--- src/rtl/lpc_pkg.sv ---
package lpc_pkg;

    typedef enum logic [1:0] {
        MODE_NORM  = 2'b00,
        MODE_LOCAL = 2'b01,
        MODE_RINIT = 2'b10,
        MODE_RRESP = 2'b11
    } lpc_mode_e;

    typedef struct packed {
        logic rx_loop;
        logic tx_echo;
        logic req_flag;
    } lpc_path_t;

    // Fixed arbitration: local > responder > initiator > normal.
    function automatic lpc_mode_e pick_mode(
        input logic loc_req,
        input logic far_seen,
        input logic rmt_req,
        input logic cd
    );
        if (loc_req)             return MODE_LOCAL;
        else if (far_seen)       return MODE_RRESP;
        else if (rmt_req && cd)  return MODE_RINIT;
        else                     return MODE_NORM;
    endfunction

    function automatic lpc_path_t decode_path(input lpc_mode_e m);
        lpc_path_t p;
        p.rx_loop  = (m == MODE_LOCAL);
        p.tx_echo  = (m == MODE_RRESP);
        p.req_flag = (m == MODE_RINIT);
        return p;
    endfunction

endpackage

--- src/rtl/lpc_far_filter.sv ---
module lpc_far_filter #(
    parameter int CONFIRM_FRAMES = 2
) (
    input  logic clk,
    input  logic rst,
    input  logic frm_valid_i,
    input  logic far_req_i,
    output logic far_seen_o
);
    localparam int CW = (CONFIRM_FRAMES > 1) ? $clog2(CONFIRM_FRAMES) : 1;
    localparam logic [CW-1:0] LAST = CW'(CONFIRM_FRAMES - 1);

    logic          seen_q;
    logic [CW-1:0] streak_q;

    always_ff @(posedge clk) begin
        if (rst) begin
            seen_q   <= 1'b0;
            streak_q <= '0;
        end else if (frm_valid_i) begin
            if (far_req_i == seen_q) begin
                streak_q <= '0;
            end else if (streak_q == LAST) begin
                seen_q   <= far_req_i;
                streak_q <= '0;
            end else begin
                streak_q <= streak_q + 1'b1;
            end
        end
    end

    assign far_seen_o = seen_q;

    // the filtered flag moves only on a valid frame carrying the new value
    a_r6_change_on_frame: assert property (@(posedge clk) disable iff (rst)
        !$past(rst) && !$stable(seen_q) |-> $past(frm_valid_i) && ($past(far_req_i) == seen_q));

    // a frame agreeing with the current state never flips it
    a_r7_agree_holds: assert property (@(posedge clk) disable iff (rst)
        frm_valid_i && (far_req_i == seen_q) |=> $stable(seen_q));

endmodule

--- src/rtl/lpc_mode_reg.sv ---
module lpc_mode_reg
    import lpc_pkg::*;
(
    input  logic      clk,
    input  logic      rst,
    input  logic      frm_bound_i,
    input  logic      loc_req_i,
    input  logic      rmt_req_i,
    input  logic      cd_i,
    input  logic      far_seen_i,
    output lpc_mode_e mode_o
);
    lpc_mode_e mode_q;
    lpc_mode_e target;

    always_comb target = pick_mode(loc_req_i, far_seen_i, rmt_req_i, cd_i);

    always_ff @(posedge clk) begin
        if (rst)              mode_q <= MODE_NORM;
        else if (frm_bound_i) mode_q <= target;
    end

    assign mode_o = mode_q;

    // mode moves only on a boundary edge
    a_r5_bound_only: assert property (@(posedge clk) disable iff (rst)
        !$past(rst) && !$stable(mode_q) |-> $past(frm_bound_i));

    // a local request at a boundary always yields local loopback
    a_r3_local_wins: assert property (@(posedge clk) disable iff (rst)
        frm_bound_i && loc_req_i |=> mode_q == MODE_LOCAL);

    // near-end remote request ignored while far-end request present
    a_r8_resp_blocks: assert property (@(posedge clk) disable iff (rst)
        frm_bound_i && far_seen_i && !loc_req_i |=> mode_q == MODE_RRESP);

    // initiator never entered or kept without carrier or request
    a_r9_init_needs_cd: assert property (@(posedge clk) disable iff (rst)
        frm_bound_i && !(cd_i && rmt_req_i) |=> mode_q != MODE_RINIT);

endmodule

--- src/rtl/lpc_path_dec.sv ---
module lpc_path_dec
    import lpc_pkg::*;
(
    input  lpc_mode_e mode_i,
    output logic      rx_loop_o,
    output logic      tx_echo_o,
    output logic      req_flag_o
);
    lpc_path_t path;

    always_comb path = decode_path(mode_i);

    assign rx_loop_o  = path.rx_loop;
    assign tx_echo_o  = path.tx_echo;
    assign req_flag_o = path.req_flag;

    // at most one path override active
    always_comb begin
        a_r2_one_path: assert ($onehot0({rx_loop_o, tx_echo_o, req_flag_o}));
    end

endmodule

--- src/rtl/link_loop_ctrl.sv ---
module link_loop_ctrl
    import lpc_pkg::*;
#(
    parameter int CONFIRM_FRAMES = 2
) (
    input  logic       clk,
    input  logic       rst,
    input  logic       loc_req_i,
    input  logic       rmt_req_i,
    input  logic       cd_i,
    input  logic       frm_valid_i,
    input  logic       far_req_i,
    input  logic       frm_bound_i,
    output logic [1:0] mode_o,
    output logic       rx_loop_o,
    output logic       tx_echo_o,
    output logic       req_flag_o
);
    logic      far_seen;
    lpc_mode_e mode;

    lpc_far_filter #(.CONFIRM_FRAMES(CONFIRM_FRAMES)) u_filt (
        .clk         (clk),
        .rst         (rst),
        .frm_valid_i (frm_valid_i),
        .far_req_i   (far_req_i),
        .far_seen_o  (far_seen)
    );

    lpc_mode_reg u_mode (
        .clk         (clk),
        .rst         (rst),
        .frm_bound_i (frm_bound_i),
        .loc_req_i   (loc_req_i),
        .rmt_req_i   (rmt_req_i),
        .cd_i        (cd_i),
        .far_seen_i  (far_seen),
        .mode_o      (mode)
    );

    lpc_path_dec u_dec (
        .mode_i     (mode),
        .rx_loop_o  (rx_loop_o),
        .tx_echo_o  (tx_echo_o),
        .req_flag_o (req_flag_o)
    );

    assign mode_o = mode;

    // reset puts the block in normal mode
    a_r1_reset_norm: assert property (@(posedge clk)
        rst |=> mode_o == 2'b00);

endmodule

--- config.mk ---
export PLATFORM = sky130hd
export DESIGN_NAME = link_loop_ctrl
export DESIGN_NICKNAME = d
export VERILOG_FILES = /design/src/rtl/lpc_pkg.sv /design/src/rtl/lpc_far_filter.sv /design/src/rtl/lpc_mode_reg.sv /design/src/rtl/lpc_path_dec.sv /design/src/rtl/link_loop_ctrl.sv
export SDC_FILE = /design/constraint.sdc
export NUM_CORES = 1
export LEC_CHECK = 0
export ABC_AREA = 1
export BUFFER_PORTS_ARGS = -buffer_cell sky130_fd_sc_hd__buf_2
export CORE_AREA = 2 2 39 41
export CTS_BUF_LIST = sky130_fd_sc_hd__clkbuf_16
export DETAILED_ROUTE_END_ITERATION = 7
export DIE_AREA = 0 0 41 43
export PLACE_DENSITY = 0.36
export RECOVER_POWER = 25
export SLEW_MARGIN = 20
export SYNTH_ARGS = -nofsm -noshare
export SYNTH_HDL_FRONTEND = slang
export SYNTH_SLANG_ARGS = --single-unit
--- constraint.sdc ---
create_clock -name clk -period 0.8 [get_ports clk]
set_input_delay 0.08 -clock clk [delete_from_list [all_inputs] [get_ports clk]]
set_output_delay 0.08 -clock clk [all_outputs]
set_load 0.02 [all_outputs]
## Yosys cells after proc, flatten, opt, wreduce, memory -nomap -nowiden

Index checks and enable logic that the tools add are counted.

- Register bits after elaboration: 4
- Bits in latches: 0
- Bits in writable memories: 0
- ROM bits: 0
- Input port bits: 8
- Output and inout bits: 5
- Word-level logic and storage cells: 16
- Memories: 0

- $add $sub $neg: 1
- Multiply operators: 0
- Divide/modulo/power cells: 0
- Magnitude comparators: 0
- Eq/ne operators: 4
- Shift-type cells: 0
- Muxes and demuxes: 5
- Bitwise gates (word level): 1
- Reductions and logical operators: 2

Operators with widths:

| cell | number |
|---|---|
| two-way mux 2 bit | 3 |
| equality test 2 bit, second input constant | 2 |
| AND reduction 3 bit | 1 |
| equality test 2 x 1 -> 1 bit, second input constant | 1 |
| two-way mux 1 bit | 2 |
| adder 1 bit, second input constant | 1 |
| equality test 1 bit | 1 |
| logical AND 1 bit | 1 |
| NOT 1 bit | 1 |

## Logic depth before layout (Yosys ltp)

Gate-level depths: netlist of the first run.

- Word-level depth: 4
- Depth in mapped cells: 4
- Mapped depth without buffers: 4

## By module

A second synthesis of the first run with hierarchy kept.

- Cells, all modules: 32
- Area, all modules: 211.5 um2

Modules (own cells, without submodules):

| module | times used | cells each | area an instance (um2) | sequential area each (um2) |
|---|---|---|---|---|
| lpc_far_filter | 1 | 14 | 98.8 | 40.0 |
| lpc_mode_reg | 1 | 12 | 90.1 | 40.0 |
| lpc_path_dec | 1 | 6 | 22.5 | 0.0 |

## Worst setup path before layout of the first run

OpenSTA, ideal clock, no wires.

- Kind: register -> output
- From: reg u_mode.mode_q[1], in the netlist u_mode.mode_o[1]
- To: out req_flag_o
- Arrival: 0.819 ns
- Required time: 0.720 ns
- Slack: -0.099 ns
- Cell stages (with the launch flop): 3
- Buffers on the path: 0
- Cells stage by stage: dfxtp_1 > inv_1 > nor2_1

- Word-level cells in the longest chain between the ends: 1

RTL lines:

| element | line | RTL |
|---|---|---|
| start: declaration | lpc_mode_reg.sv:13 | `lpc_mode_e mode_q;` |
| start signal: assignment | lpc_mode_reg.sv:20 | `else if (frm_bound_i) mode_q <= target;` |
| equality test 2 bit | lpc_pkg.sv:33 | `p.req_flag = (m == MODE_RINIT);` |
| end: declaration | link_loop_ctrl.sv:17 | `output logic req_flag_o` |

No other way between the ends.

## Worst setup path after layout of the first run

Same ends and word-level chain as after synthesis.

==> impl_metrics.tcl, run 1 <==
set metrics [dict create \
    p_leak_nw 0.199 \
    overflow 0 \
    firstDrtPassIters 2 \
    htree_num_levels 1 \
    switching_share_pct 17.7 \
    cts_buffer_depth 2 \
    clock_latency_ns 0.22 \
    drt_iter0_markers 1 \
    timing.final.ws_setup_ns -0.104 \
    relSlewSlack_pct 89.9 \
    p_per_area_nw_per_um2 2680 \
    grt.met1_usage_pct 7.40 \
    cts_tree "yes" \
    wire_per_inst_um 7.16 \
    p_int_mw 0.896 \
    rsz0062_at_grt "true" \
    drive_gt1_share_pct 58.7 \
    clock_skew_ns 0.00208 \
    clock_power_share_pct 70.0 \
    worstPathMaxFanout 5 \
    synth_warnings 0 \
    core_um2 1380 \
    area_growth_pct 90.1 \
    cts_buffers 3 \
    total_power_mw 1.09 \
    slew_violations 0 \
    period_needed_ns 0.904 \
    synth_top_cell_area_share_pct 37.4 \
    avgSynthCellArea_um2 6.90 \
    ios 13 \
    postRouteAntennaNets 0 \
    yosysSeqAreaShare_pct 37.4 \
    rows 14 \
    finalCritPeriodShare_pct 113 \
    dp_hpwl_um 373 \
    fill_cells 156 \
    die_area_um2 1760 \
    crit_chain "inv_1 -> nor2_2 -> buf_6" \
    critPathRequiredTime_ns 0.72 \
    hold_class "in -> reg" \
    num_antenna_cells 0 \
    grt_busiest_layer "met3" \
    syn_inst 31 \
    grt_usage_pct 7.43 \
    dp_cells 59 \
    grt_start_max_net_pins 6 \
    p_seq_share_pct 20.4 \
    ys_types 13 \
    initial_utilization_pct 15.5 \
    cts.sinks 4 \
    slowest_delay_ns 0.35 \
    place_area_um2 302 \
    layout_common_cells "nand2_1, buf_2, inv_1, buf_6" \
    fin_cells 62 \
    syn_nets 39 \
    p_sw_mw 0.193 \
    met3_usage_pct 9.42 \
    comb_power_share_pct 9.6 \
    fin_nets 56 \
    cp_slowest_cell "dfxtp_4" \
    path_class "reg -> out" \
    die_w_um 41 \
    max_freq_ghz 1.11 \
    root_buffer "clkbuf_16" \
    whs_ns 0.0204 \
    vias_per_cell 3.81 \
    cap_violations 0 \
    hold_violations 0 \
    startpoint_type "flop" \
    clk_pin_slew_ns 0.03 \
    status "finished, violations left" \
    cp.arrival_ns 0.82 \
    setup_viol 4 \
    violations "negative setup slack" \
    grt_pass1_vias 206 \
    port_buffers 12 \
    netlist_area_um2 214 \
    critPathCaptureType "output pin" \
    antenna_found_initial 0 \
    route.vias.total 236 \
    synth-seq-cells 4 \
    worst_slew_pin_slew_ns 0.150 \
    vdd_drop_max_mv 1.39 \
    final_area_um2 407 \
    grt_use_met2_pct 8.44 \
    synth_largest_area_cell "dfxtp_1" \
    grt_pass1_wl_um 772 \
    synthTopCellsByArea "dfxtp_1, nand2_1, inv_1, a21oi_2, nor2_4" \
    finalWeightedCongestion 0.578 \
    cts_hold_buf 0 \
    wirelength_um 444 \
    utilization_pct 29.4 \
    die_h_um 43 \
    drc 0 \
]
## layout make-up
cell class                 instances  area [µm²]  share of cell area (%)
clock buffer                       3        75.1                    18.5
inverter                           8        30.0                    7.38
sequential                         4        87.6                    21.5
multi-input combinational         19         109                    26.8
tap                               16        20.0                    4.92
timing repair buffer              12        85.1                    20.9
## kinds of logic (layout without fill, tap and decap cells)
kind of cell	Yosys count	count (layout)	share of synthesized area (%)
simple gates	14	14	33.3
buf+inv	8	23	14.0
flops	4	4	37.4
compound gates	5	5	15.2
## final timing paths
path,slack [ns],endpoint,startpoint,depth (start not counted)
setup / recovery,-0.10,req_flag_o,u_mode.mode_o[1],3
hold / removal,0.02,u_mode.mode_o[1],rst,2
setup reg to reg,0.12,u_filt.streak_q,u_filt.far_seen_o,4
hold reg to reg,0.47,u_filt.streak_q,u_filt.streak_q,2
## timing repair
action | in CTS | in global routing
hold endpoints to repair | 0 | 0
endpoints found under the setup margin | 5 | 5
gates resized for setup | 7 | 4
pin swaps | 1 | 0
gates cloned | 0 | 0
buffers inserted | 0 | 0
## metrics by stage
step / worst slack, ns / TNS (ns)
CTS: -0.124 / -0.366
global placement: 0.0910 / 0
detailed placement: 0.0972 / 0
finish: -0.104 / -0.299
floorplan: 0.0601 / 0
global route: -0.154 / -0.473
## worst max-delay path: cells and delay by family, from the launching register on
family | cells | cell delay (ns)
and+or+nand+nor | 1 | 0.08
DFF | 1 | 0.35
buffers and inverters | 2 | 0.17
## flip-flops by register name (all words and copies together) (netlist names)
register           count
u_filt.streak_q        1
u_filt.far_seen_o      1
u_mode.mode_o          2
## per-layer routing
metal,up-vias,wire length (µm)
li1,126,-
met1,97,181
met2,13,180
met3,0,82
met4,0,0
met5,-,0
## cells in the mapped netlist
library cell  n
nand2_1       8
inv_1         6
dfxtp_1       4
a21oi_2       2
inv_2         2
nor2_1        2
a21oi_1       1
nand2_2       1
nand3_2       1
nand4_1       1
nor2_4        1
o21ai_0       1
o21ai_1       1
## power by group through the flow
stage                     Sequential [mW]  Combinational (mW)  Clock (mW)
after floorplan                     0.232              0.0487           0
after global placement              0.228              0.0944           0
after detailed placement            0.228              0.0933           0
after CTS                           0.225               0.102       0.786
after global routing                0.225               0.117       0.815
final                               0.222               0.104       0.763
(Power assumes the default switching activity.)
==> run 2, diff against run 1 <==
--- a/config.mk
+++ b/config.mk
@@ -11,7 +11,7 @@
 export CTS_BUF_LIST = sky130_fd_sc_hd__clkbuf_16
 export DETAILED_ROUTE_END_ITERATION = 7
 export DIE_AREA = 0 0 41 43
-export PLACE_DENSITY = 0.36
+export PLACE_DENSITY_LB_ADDON = 0.3
 export RECOVER_POWER = 25
 export SLEW_MARGIN = 20
 export SYNTH_ARGS = -nofsm -noshare
==> run 2 against run 1 <==
Net effect: first-iteration DRC count stayed put; non-clock buffer count stayed put; critical endpoint unchanged; setup slack got worse by 0.0042 ns; sequential power is essentially flat; largest cell class unchanged; clock power increased by 1%; cell count unchanged; fmax down 0.46%; die area unchanged; worst hold slack improved by 0.0066 ns; critical path type unchanged; the run still ends with negative setup slack left; clock skew fell by 0.00084 ns; register-to-register slack about the same.
==> impl_metrics.tcl, run 2 (synthesis gave the netlist of run 1 again) <==
set metrics [dict create \
    vdd_drop_max_mv 0.744 \
    htree_num_levels 1 \
    whs_ns 0.0270 \
    startpoint_type "flop" \
    critPathCaptureType "output pin" \
    die_w_um 41 \
    rows 14 \
    critical_path.top_delay_family "flip-flops" \
    violations "negative setup slack" \
    p_leak_nw 0.197 \
    clock_latency_ns 0.22 \
    grt_pass1_wl_um 738 \
    grt_usage_pct 6.81 \
    fin_nets 56 \
    grt.met1_usage_pct 6.37 \
    num_antenna_cells 0 \
    setup_viol 3 \
    slowest_delay_ns 0.36 \
    period_needed_ns 0.908 \
    p_per_area_nw_per_um2 2690 \
    clk_pin_slew_ns 0.03 \
    path_buf_inv 2 \
    ios 13 \
    finalWeightedCongestion 0.620 \
    grt_start_max_net_pins 6 \
    r2r-start "u_filt.far_seen_o" \
    area_growth_pct 91.2 \
    relSlewSlack_pct 89.5 \
    postRouteAntennaNets 0 \
    drive_gt1_share_pct 60.9 \
    timing.final.ws_setup_ns -0.108 \
    drt_iter0_markers 1 \
    route.vias.total 235 \
    cp.arrival_ns 0.83 \
    port_buffers 12 \
    cts_setup_buffers 0 \
    cts_hold_buf 0 \
    overflow 0 \
    root_buffer "clkbuf_16" \
    finalCritPeriodShare_pct 113 \
    critPathRequiredTime_ns 0.72 \
    status "finished, violations left" \
    worstPathMaxFanout 5 \
    path_class "reg -> out" \
    cts_buffers 3 \
    post_cts_resized 4 \
    max_freq_ghz 1.10 \
    die_area_um2 1760 \
    cts_buffer_depth 2 \
    grt_busiest_layer "met2" \
    setup_tns_ns -0.286 \
    wirelength_um 480 \
    fill_cells 147 \
    die_h_um 43 \
    cts.sinks 4 \
    wire_per_inst_um 7.74 \
    largest_reg_flops 2 \
    rsz0062_at_grt "true" \
    met3_usage_pct 3.14 \
    hold_violations 0 \
    drc 0 \
    final_common_cell "nand2_1" \
    hold_start "rst" \
    crit_start "u_mode.mode_o[1]" \
    slew_violations 0 \
    core_um2 1380 \
    clock_skew_ns 0.00124 \
    initial_utilization_pct 15.5 \
    cp_slowest_cell "dfxtp_4" \
    layout_common_cells "nand2_1, buf_2, inv_2, inv_1, buf_6" \
    cts_tree "yes" \
    cap_violations 0 \
    worst_slew_pin_slew_ns 0.156 \
    antenna_found_initial 0 \
    crit_chain "inv_1 -> nor2_2 -> buf_4" \
    grt_pass1_vias 206 \
    dp_hpwl_um 373 \
    hold_class "in -> reg" \
    firstDrtPassIters 2 \
    grt_use_met2_pct 9.38 \
    vias_per_cell 3.79 \
]
==> run 2: metal layers <==
layer | vias to the layer above | part of all wire, %
met5 | - | 0
met4 | 0 | 2.5
met3 | 2 | 7.1
met2 | 11 | 45
met1 | 98 | 45
li1 | 124 | -
==> run 2: path summary, 6_finish.rpt <==
kind | end | slack (ns) | cells past startpoint
setup / recovery | req_flag_o | -0.11 | 3
hold / removal | u_mode.mode_o[1] | 0.03 | 2
setup reg to reg | u_mode.mode_o[1] | 0.11 | 4
hold reg to reg | u_filt.streak_q | 0.48 | 2
==> run 2: layout make-up <==
cell class	instances	area (µm²)	area share, %
timing repair buffer	12	87.6	21.4
tap	16	20.0	4.89
inverter	8	30.0	7.34
sequential	4	87.6	21.4
clock buffer	3	75.1	18.3
multi-input combinational	19	109	26.6
==> run 2: worst reg2reg max path: cells and delay by family, from the launching register on <==
kind                   cells  cell delay (ns)
DFF                        1             0.33
buffers and inverters      1             0.06
and+or+nand+nor            2             0.13
AOI/OAI and AO/OA          1             0.10
==> run 2: stage by stage <==
step / worst slack [ns] / area (µm²) / utilization, % / std cells / power [mW]
floorplan: 0.0601 / 221 / - / 31 / 0.281
global placement: 0.0981 / 302 / 21.8 / 59 / 0.321
detailed placement: 0.103 / 302 / 21.8 / 59 / 0.321
CTS: -0.117 / 388 / 28.0 / 62 / 1.11
global route: -0.146 / 409 / 29.6 / 62 / 1.15
finish: -0.108 / 409 / 29.6 / 62 / 1.10
==> run 2: report_power, final <==
group          internal, mW  total (mW)  switching [mW]
Clock                 0.638       0.774           0.136
Sequential            0.210       0.222          0.0121
Combinational        0.0499       0.106          0.0560
Total                 0.898        1.10           0.204
==> run 3, diff against run 2 <==
--- a/config.mk
+++ b/config.mk
@@ -12,7 +12,6 @@
 export DETAILED_ROUTE_END_ITERATION = 7
 export DIE_AREA = 0 0 41 43
 export PLACE_DENSITY_LB_ADDON = 0.3
-export RECOVER_POWER = 25
 export SLEW_MARGIN = 20
 export SYNTH_ARGS = -nofsm -noshare
 export SYNTH_HDL_FRONTEND = slang
==> run 3 against run 2 <==
Net effect: sequential cell count unchanged; register-to-register slack about the same; the flow still finishes with violations (negative setup slack); largest cell class unchanged; worst hold slack is essentially flat; cell count is the same; sequential power hardly changed; die area unchanged; utilization unchanged; clock power is essentially flat; combinational power is essentially flat; sequential share of layout area is the same; global-route usage unchanged; fmax hardly changed.
==> impl_metrics.tcl, run 3 (synthesis gave the netlist of run 1 again) <==
set metrics [dict create \
    firstDrtPassIters 2 \
    grt_pass1_wl_um 738 \
    cp.arrival_ns 0.83 \
    comb_power_share_pct 9.6 \
    p_sw_mw 0.204 \
    p_int_mw 0.898 \
    finalWeightedCongestion 0.620 \
    cts_buffers 3 \
    final_common_cell "nand2_1" \
    cap_violations 0 \
    status "finished, violations left" \
    timing.final.ws_setup_ns -0.108 \
    grt_start_max_net_pins 6 \
    area_growth_pct 91.2 \
    critPathCaptureType "output pin" \
    cts_tree "yes" \
    path_class "reg -> out" \
    grt_pass1_vias 206 \
    dp_hpwl_um 373 \
    whs_ns 0.0270 \
    setup_viol 3 \
    clk_pin_slew_ns 0.03 \
    postRouteAntennaNets 0 \
    grt_usage_pct 6.81 \
    num_antenna_cells 0 \
    die_w_um 41 \
    max_freq_ghz 1.10 \
    p_seq_share_pct 20.1 \
    cts_buffer_depth 2 \
    violations "negative setup slack" \
    cts.sinks 4 \
    core_um2 1380 \
    layout_common_cells "nand2_1, buf_2, inv_2, inv_1, buf_6" \
    drive_gt1_share_pct 60.9 \
    cts_hold_buf 0 \
    clock_power_share_pct 70.2 \
    critPathRequiredTime_ns 0.72 \
    p_leak_nw 0.197 \
    relSlewSlack_pct 89.4 \
    vdd_drop_max_mv 0.745 \
    drt_iter0_markers 1 \
    worstPathMaxFanout 5 \
    p_per_area_nw_per_um2 2690 \
    worst_slew_pin_slew_ns 0.157 \
    startpoint_type "flop" \
    initial_utilization_pct 15.5 \
    die_area_um2 1760 \
    htree_num_levels 1 \
    vias_per_cell 3.79 \
    r2r_slack_ns 0.11 \
    port_buffers 12 \
    fin_nets 56 \
    rows 14 \
    wire_per_inst_um 7.71 \
    hold_class "in -> reg" \
    switching_share_pct 18.5 \
    route.vias.total 235 \
    clock_latency_ns 0.22 \
    period_needed_ns 0.908 \
    finalCritPeriodShare_pct 113 \
    wirelength_um 478 \
    hold_violations 0 \
    rsz0062_at_grt "true" \
    setup_tns_ns -0.286 \
    drc 0 \
    die_h_um 43 \
    largest_reg_flops 2 \
    antenna_found_initial 0 \
    clock_skew_ns 0.00124 \
    root_buffer "clkbuf_16" \
    overflow 0 \
    ios 13 \
    slew_violations 0 \
    fill_cells 147 \
]
## run 3: changes by cell type in the layout (fill, tap and decap cells not counted)
| cell | before | now |
|---|---|---|
| o21ai_0 | 2 | 1 |
| o21ai_1 | 0 | 1 |
## run 3: layer usage
layer | global-route usage [%] | vias up | wire (µm)
met4 | 8.00 | 0 | 12
met3 | 3.14 | 2 | 34
met1 | 6.37 | 98 | 218
met5 | 0 | - | 0
met2 | 9.38 | 11 | 212
li1 | - | 124 | -
## run 3: worst paths after layout
check / from / end / cells past startpoint
worst max-delay path: u_mode.mode_o[1] / req_flag_o / 3
worst min-delay path: rst / u_mode.mode_o[1] / 2
worst max register to register: u_filt.far_seen_o / u_mode.mode_o[1] / 4
worst min register to register: u_filt.streak_q / u_filt.streak_q / 2
## run 3: stage by stage
| stage | power (mW) | instances | cell area (µm²) | utilization [%] | worst slack [ns] |
|---|---|---|---|---|---|
| CTS | 1.11 | 62 | 388 | 28.0 | -0.117 |
| detailed placement | 0.321 | 59 | 302 | 21.8 | 0.103 |
| global route | 1.15 | 62 | 409 | 29.6 | -0.146 |
| global placement | 0.321 | 59 | 302 | 21.8 | 0.0981 |
| floorplan | 0.281 | 31 | 221 | - | 0.0601 |
| finish | 1.10 | 62 | 409 | 29.6 | -0.108 |
## run 3: worst max-delay path, stage by stage (launching register included)
cell,delay (ns)
dfxtp_4,0.36
inv_1,0.05
nor2_2,0.06
buf_4,0.14
## run 3: what timing repair did
item / 4_1_cts / 5_1_grt
buffers inserted: 0 / 0
pin swaps: 0 / 0
setup endpoints to repair: 5 / 5
gates resized for setup: 4 / 9
gates cloned: 0 / 0
## run 3: layout make-up
cell class	instances	area, µm²	share of cell area, %
tap	16	20.0	4.89
clock buffer	3	75.1	18.3
sequential	4	87.6	21.4
inverter	8	30.0	7.34
timing repair buffer	12	87.6	21.4
multi-input combinational	19	109	26.6
## run 3: power by group through the flow
stage                     sequential (mW)  combinational (mW)  clock [mW]
after floorplan                     0.232              0.0487           0
after CTS                           0.224              0.0978       0.789
after global placement              0.227              0.0937           0
final                               0.222               0.106       0.774
after global routing                0.224               0.118       0.806
after detailed placement            0.227              0.0933           0
